[src/rtl/gpio_evt_pkg.sv]
// Shared definitions for the GPIO event detector.
package gpio_evt_pkg;
    // Runtime register selector on the register port.
    typedef enum logic {
        REG_ENABLE  = 1'b0,
        REG_PENDING = 1'b1
    } evt_reg_e;
endpackage

[src/rtl/gpio_evt_debounce.sv]
// Stability filter for one pin.
// The output takes a new value only after the input has differed from it
// on STABLE_CYCLES consecutive samples. Reset loads the current input,
// so nothing is filtered right after reset. Assumes raw is synchronous.
module gpio_evt_debounce #(
    parameter int unsigned STABLE_CYCLES = 16
) (
    input  logic clk,
    input  logic rst_n,
    input  logic raw,
    output logic filt
);
    localparam int unsigned CW = $clog2(STABLE_CYCLES) + 1;
    localparam logic [CW-1:0] LAST = CW'(STABLE_CYCLES - 1);

    logic [CW-1:0] run_q;

    // Count samples that differ from the output; accept on the last one.
    always_ff @(posedge clk) begin
        if (!rst_n) begin
            filt  <= raw;
            run_q <= '0;
        end else if (raw == filt) begin
            run_q <= '0;
        end else if (run_q == LAST) begin
            filt  <= raw;
            run_q <= '0;
        end else begin
            run_q <= run_q + 1'b1;
        end
    end

    // The output may only move after a full run of differing samples.
    assert_accept_after_run_R5: assert property (@(posedge clk) disable iff (!rst_n)
        ($past(rst_n) && (filt != $past(filt))) |-> ($past(run_q) == LAST && filt == $past(raw)));
endmodule

[src/rtl/gpio_evt_slice.sv]
// Event detection for one pin.
// Applies the polarity, optionally filters, picks the edge or level
// trigger, and holds a sticky pending flag that is cleared by clr.
// A trigger wins over a clear on the same edge. Reset seeds the edge
// history with the selected input, so that no false edge is seen.
module gpio_evt_slice #(
    parameter int unsigned STABLE_CYCLES = 16
) (
    input  logic clk,
    input  logic rst_n,
    input  logic pin,
    input  logic cfg_edge,
    input  logic cfg_invert,
    input  logic cfg_debounce,
    input  logic clr,
    output logic pending
);
    logic active;
    logic filt;
    logic sel;
    logic prev_q;
    logic trig;

    // Polarity: active state becomes logic 1.
    assign active = pin ^ cfg_invert;

    gpio_evt_debounce #(.STABLE_CYCLES(STABLE_CYCLES)) u_dbnc (
        .clk  (clk),
        .rst_n(rst_n),
        .raw  (active),
        .filt (filt)
    );

    // Filter bypass select and trigger type select.
    assign sel  = cfg_debounce ? filt : active;
    assign trig = cfg_edge ? (sel & ~prev_q) : sel;

    // Edge history follows the selected input, seeded at reset.
    always_ff @(posedge clk) begin
        prev_q <= sel;
    end

    // Sticky pending flag: set by trigger, cleared by write-one.
    always_ff @(posedge clk) begin
        if (!rst_n) pending <= 1'b0;
        else        pending <= (pending & ~clr) | trig;
    end

    assert_trigger_sets_R3: assert property (@(posedge clk) disable iff (!rst_n)
        trig |=> pending);
    assert_trigger_beats_clear_R7: assert property (@(posedge clk) disable iff (!rst_n)
        (trig && clr) |=> pending);
    assert_clear_works_R6: assert property (@(posedge clk) disable iff (!rst_n)
        (clr && !trig) |=> !pending);
    assert_sticky_R10: assert property (@(posedge clk) disable iff (!rst_n)
        (pending && !clr) |=> pending);
    assert_edge_only_R4: assert property (@(posedge clk) disable iff (!rst_n)
        ($past(rst_n) && $past(cfg_edge) && $rose(pending)) |-> $past(sel && !prev_q));
endmodule

[src/rtl/gpio_evt_notify.sv]
// GPIO event detector top.
// Holds one detection slice per pin, the enable mask register and the
// read mux, and ORs the enabled pending flags into one notification line.
// Assumes the pins and the register port are synchronous to clk.
module gpio_evt_notify
    import gpio_evt_pkg::*;
#(
    parameter int unsigned NPINS         = 8,
    parameter int unsigned STABLE_CYCLES = 16
) (
    input  logic             clk,
    input  logic             rst_n,
    input  logic [NPINS-1:0] pin_in,
    input  logic [NPINS-1:0] cfg_edge,
    input  logic [NPINS-1:0] cfg_invert,
    input  logic [NPINS-1:0] cfg_debounce,
    input  logic             reg_wr,
    input  logic             reg_addr,
    input  logic [NPINS-1:0] reg_wdata,
    output logic [NPINS-1:0] reg_rdata,
    output logic             evt_notify
);
    evt_reg_e         reg_sel;
    logic [NPINS-1:0] enable_q;
    logic [NPINS-1:0] pending;
    logic [NPINS-1:0] clr_vec;

    assign reg_sel = evt_reg_e'(reg_addr);

    // Write-one-to-clear strobes for the pending flags.
    assign clr_vec = (reg_wr && reg_sel == REG_PENDING) ? reg_wdata : '0;

    for (genvar i = 0; i < NPINS; i++) begin : g_pin
        gpio_evt_slice #(.STABLE_CYCLES(STABLE_CYCLES)) u_slice (
            .clk         (clk),
            .rst_n       (rst_n),
            .pin         (pin_in[i]),
            .cfg_edge    (cfg_edge[i]),
            .cfg_invert  (cfg_invert[i]),
            .cfg_debounce(cfg_debounce[i]),
            .clr         (clr_vec[i]),
            .pending     (pending[i])
        );
    end

    // Enable mask register.
    always_ff @(posedge clk) begin
        if (!rst_n)                               enable_q <= '0;
        else if (reg_wr && reg_sel == REG_ENABLE) enable_q <= reg_wdata;
    end

    // Read mux and notification combine.
    assign reg_rdata  = (reg_sel == REG_ENABLE) ? enable_q : pending;
    assign evt_notify = |(pending & enable_q);

    assert_reset_clears_R1: assert property (@(posedge clk)
        !rst_n |=> (enable_q == '0 && pending == '0 && !evt_notify));
    assert_enable_load_R8: assert property (@(posedge clk) disable iff (!rst_n)
        (reg_wr && reg_sel == REG_ENABLE) |=> (enable_q == $past(reg_wdata)));
    assert_enable_hold_R8: assert property (@(posedge clk) disable iff (!rst_n)
        ($past(rst_n) && !(reg_wr && reg_sel == REG_ENABLE)) |=> $stable(enable_q));
endmodule

[config.mk]
export PLATFORM = sky130hd
export DESIGN_NAME = gpio_evt_notify
export DESIGN_NICKNAME = d
export VERILOG_FILES = /design/src/rtl/gpio_evt_pkg.sv /design/src/rtl/gpio_evt_debounce.sv /design/src/rtl/gpio_evt_slice.sv /design/src/rtl/gpio_evt_notify.sv
export SDC_FILE = /design/constraint.sdc
export NUM_CORES = 1
export LEC_CHECK = 0
export ABC_CLOCK_PERIOD_IN_PS = 1200
export BUFFER_PORTS_ARGS = -buffer_cell sky130_fd_sc_hd__buf_4
export CAP_MARGIN = 25
export CORE_MARGIN = 2
export CORE_UTILIZATION = 50
export DETAILED_ROUTE_END_ITERATION = 12
export PLACE_DENSITY = 0.81
export SYNTH_ARGS = -nofsm -noshare
export SYNTH_HDL_FRONTEND = slang
export SYNTH_SLANG_ARGS = --single-unit
[constraint.sdc]
create_clock -name clk -period 1.2 [get_ports clk]
set_input_delay 0.24 -clock clk [delete_from_list [all_inputs] [get_ports clk]]
set_output_delay 0.24 -clock clk [all_outputs]
set_load 0.02 [all_outputs]
==> results.md <==
- The flow ran to the end, but the final reports show violations.
- The final reports fail on negative setup slack.
- The kind of critical path is reg2out.
- The first global-routing pass estimated 10,800 µm of wire.
- Once layout is done, the placed cells without fillers occupy 0.00447 mm².
- The start point of the worst min-delay path is cfg_debounce[5].
- The headroom to the max-slew limit is 78.1%.
- The achievable clock frequency is 717 MHz.
- The mapped netlist covers 0.00318 mm².
- Measured in cells, the most critical reg-to-reg path has a length of 5.
- The clock input transition at the sequential cells of the worst setup and hold paths is 0.08 ns.
- In this run the standard cell core region covers 0.00624 mm².
- The number of antenna diodes in the final layout is 0.
- The HPWL after detailed placement is 4410 µm.
- The sequential fraction of the synthesis area is 47.9%.
- Yosys mapped the design onto 29 distinct sky130hd cell types.
- The level count of the clock H-tree is 3.
- The tightest min-delay check is of the in2reg type.
- Setup repair after global routing could not meet its margin everywhere.
- The largest net degree at the start of global routing is 22.
- The commonest register cell after synthesis is sky130_fd_sc_hd__dfxtp_1.
- The number of search-and-repair iterations in the first detailed-routing pass is 4.
- In this run the cell area measured after placement is 0.00382 mm².
- The count of buffers inserted at the top-level ports is 52.
- Clock latency on the worst-skew pair, taken at its later pin, is 0.34 ns.
- The number of hold violations in the final report is 0.
- Ranked by total cell area, the synthesized netlist is headed by sky130_fd_sc_hd__dfxtp_1 (40%), sky130_fd_sc_hd__edfxtp_1 (7.6%), sky130_fd_sc_hd__nor2_1 (6.6%), sky130_fd_sc_hd__ha_1 (6.3%), sky130_fd_sc_hd__xor3_1 (5.2%).
- The root buffer cell chosen for the clock tree is sky130_fd_sc_hd__clkbuf_8.
- The total I/O pin count is 53.
- Max-cap violations in this run came to 0.
- The average instance in the mapped netlist occupies 10.5 µm².
- The portion of synthesized cell area occupied by the leading cell type is 40.3%.
- The number of pins exceeding their max-slew limit in the final report is 0.
- In this run the core area contains 29 standard-cell rows.
- For this configuration, the core starts out at a cell density of 50.9%.
- After global routing the overflow that remains totals 0.
- The global placer's final weighted congestion is 0.768.
- The full die area is 0.00700 mm².
- Summed over all layers, the routed wires come to 6510 µm.
- Counting instances, the worst hold path has a depth of 2.
- The fraction of layout instances using a drive strength above 1 is 47.3%.
- The smallest clock period supported by the final layout is computed as 1.40 ns.
- The cell taking the most area after synthesis is sky130_fd_sc_hd__dfxtp_1.
- The worst setup slack after placement is -0.100 ns.
- The power per unit of standard cell area is 1290 mW/mm².
- Across the VDD grid, the largest voltage drop is 807 µV.
- After detailed routing, the number of remaining DRC violations is 0.
- The synthesized design contains 72 register bits.
- The count of clock tree sinks is 72.
- Setup slack on the critical path of the routed design comes to -0.195 ns.
- In the global route stage, overall resource usage came out at 19.2%.
- The kind of start point of the critical path is a flip-flop.
- STA puts the critical path data arrival time at 1.16 ns.
- The net count of the mapped netlist is 363.
- The clock tree buffer depth is 2.
- The final net count is 446.
- The number of routed nets with antenna violations is 0.
- The via count of the first global-routing pass was 2,459.
- The endpoint of the worst register-to-register path is g_pin[4].u_slice.u_dbnc.run_q[1]$_SDFF_PP0_.
- The register-to-register path setup slack is -0.07 ns.
- The total number of vias is 2,395.
- The cell count after synthesis came out at 303.
- The number of DRC violations after detailed-routing iteration 0 is 91.
- The detail-routed via count per cell is 5.12.
- Compared with the post-synthesis result, the final layout area differs by 40.7%.
- The static leakage power is 1.89 nW.
- After layout, the worst path uses 116% of the clock period.
- In this run the critical register-to-register path is launched from g_pin[4].u_slice.u_dbnc.run_q[1]$_SDFF_PP0_.
- TritonCTS built the clock tree.
- For this run, asynchronously set or reset flops after synthesis account for 0%.
- The slew of the pin with the lowest slew margin is 0.326 ns.
- For hold timing, the worst endpoint is g_pin[5].u_slice.prev_q$_DFF_P_.
- The die height is 83.7 µm.
- The count of synthesis-stage warnings from yosys is 0.
- Dividing the detail-routed wire length by the instance count gives 13.9 µm.
- The clock arrives with 0.00467 ns of skew.
- The nature of the critical path endpoint is an output pin.
- The initial antenna violation count is 0.
- In this run, synthesis inferred 8 flip-flops with an integrated enable.
- In this run the worst path has a maximum fanout of 3.
- The number of buffers created by CTS is 9.
- The total setup violations reported at the end of the flow is 36.
- STA puts the critical path data required time at 0.96 ns.
- The width of the chip is 83.7 µm.
-- cell families (layout without fill, tap and decap cells) --
logic type / Yosys count / count (layout) / synth area share (%)
flip-flops: 72 / 72 / 47.9
multiplexers: 16 / 16 / 5.36
XOR/XNOR: 32 / 32 / 12.6
buffers and inverters: 32 / 120 / 4.77
AO/OA/AOI/OAI: 36 / 36 / 8.83
AND/OR/NAND/NOR: 99 / 99 / 14.2
adder cells (fa/ha/maj): 16 / 16 / 6.30
-- per-layer routing --
metal  global-route usage (%)  routed length (µm)  share of wire [%]
met1                     22.8                2770                 43
met2                     33.9                3370                 52
met3                     4.25                 278                4.3
met4                     7.18                  92                1.4
met5                        0                   0                  0
-- where the power goes --
group          internal (mW)  leakage, nW  switching (mW)  total (mW)
clock network           1.13        0.110           0.881        2.01
registers               2.63        0.614           0.127        2.75
logic                  0.543         1.16           0.434       0.977
-- state kept, by name, indices dropped and copies added (netlist names) --
name                        count
g_pin.u_slice.u_dbnc.run_q     40
g_pin.u_slice.pending           8
g_pin.u_slice.u_dbnc.filt       8
g_pin.u_slice.prev_q            8
enable_q                        8
-- cell type report --
type                    instances  area, µm²
clock inverters                 5       52.6
fillers                       456       1770
inverters                      25       96.3
well taps                      77       96.3
multi-input cells             199       1860
repair buffers                 79        636
clock buffers                  11        163
flip-flops and latches         72       1560
-- layout by cell type (no fill, tap or decap), types with 3 or more instances in the layout --
cell	instances
sky130_fd_sc_hd__buf_6	8
sky130_fd_sc_hd__nand3_1	8
sky130_fd_sc_hd__edfxtp_1	8
sky130_fd_sc_hd__xor2_1	16
sky130_fd_sc_hd__o2bb2ai_1	8
sky130_fd_sc_hd__mux2_4	7
sky130_fd_sc_hd__dfxtp_2	32
sky130_fd_sc_hd__nand2_2	8
sky130_fd_sc_hd__a21oi_1	8
sky130_fd_sc_hd__a21boi_0	8
sky130_fd_sc_hd__nand2_1	8
sky130_fd_sc_hd__a221o_1	8
sky130_fd_sc_hd__xor3_1	7
sky130_fd_sc_hd__dfxtp_1	32
sky130_fd_sc_hd__ha_4	16
sky130_fd_sc_hd__and3_4	8
sky130_fd_sc_hd__clkbuf_8	10
sky130_fd_sc_hd__xnor2_1	8
sky130_fd_sc_hd__nor2_1	45
sky130_fd_sc_hd__mux2i_1	8
sky130_fd_sc_hd__nand3b_1	5
sky130_fd_sc_hd__nand3b_4	3
sky130_fd_sc_hd__buf_4	70
sky130_fd_sc_hd__inv_1	24
sky130_fd_sc_hd__nor2_2	9
sky130_fd_sc_hd__clkinv_2	3
-- what timing repair did --
action,in CTS,in global routing
pin swaps,22,16
hold buffers,0,0
gates resized for setup,83,21
setup buffers,2,4
setup endpoints to repair,57,53
-- metrics by stage --
stage | hold slack (ns) | instances | util (%) | power, mW | setup TNS, ns
2_1_floorplan | 0.336 | 303 | - | 3.24 | -0.00418
3_3_place_gp | 0.438 | 446 | 61.2 | 3.58 | -0.931
3_5_place_dp | 0.446 | 446 | 61.2 | 3.63 | -2.07
4_1_cts | 0.0820 | 464 | 69.8 | 5.72 | -2.32
5_1_grt | 0.0839 | 468 | 71.6 | 6.00 | -4.44
6_report | 0.0950 | 468 | 71.6 | 5.74 | -2.06
-- worst max-delay path, cell delays in order, from the launching register on --
cell                      delay [ns]
sky130_fd_sc_hd__dfxtp_2        0.33
sky130_fd_sc_hd__a22oi_2        0.20
sky130_fd_sc_hd__nand4_1        0.12
sky130_fd_sc_hd__buf_4          0.17
-- Yosys cell counts (16+ instances only) --
cell type / n
sky130_fd_sc_hd__xor2_1: 16
sky130_fd_sc_hd__inv_1: 24
sky130_fd_sc_hd__nand2_1: 16
sky130_fd_sc_hd__dfxtp_1: 64
sky130_fd_sc_hd__nor2_1: 56
sky130_fd_sc_hd__ha_1: 16
-- worst max-delay path by stage --
stage | slack [ns] | end | start | cells past startpoint
global route | -0.28 | evt_notify | g_pin[4].u_slice.pending$_SDFF_PN0_ | 3
detailed placement | -0.10 | g_pin[2].u_slice.u_dbnc.run_q[2]$_SDFF_PP0_ | g_pin[2].u_slice.u_dbnc.run_q[1]$_SDFF_PP0_ | 5
finish | -0.20 | evt_notify | g_pin[4].u_slice.pending$_SDFF_PN0_ | 3
floorplan | -0.004 | g_pin[1].u_slice.u_dbnc.filt$_DFFE_PP_ | g_pin[1].u_slice.u_dbnc.run_q[0]$_SDFF_PP0_ | 5
global placement | -0.06 | g_pin[2].u_slice.u_dbnc.run_q[0]$_SDFF_PP0_ | g_pin[2].u_slice.u_dbnc.run_q[1]$_SDFF_PP0_ | 5
CTS | -0.19 | evt_notify | g_pin[4].u_slice.pending$_SDFF_PN0_ | 3
Power figures use the tool's default switching activity.
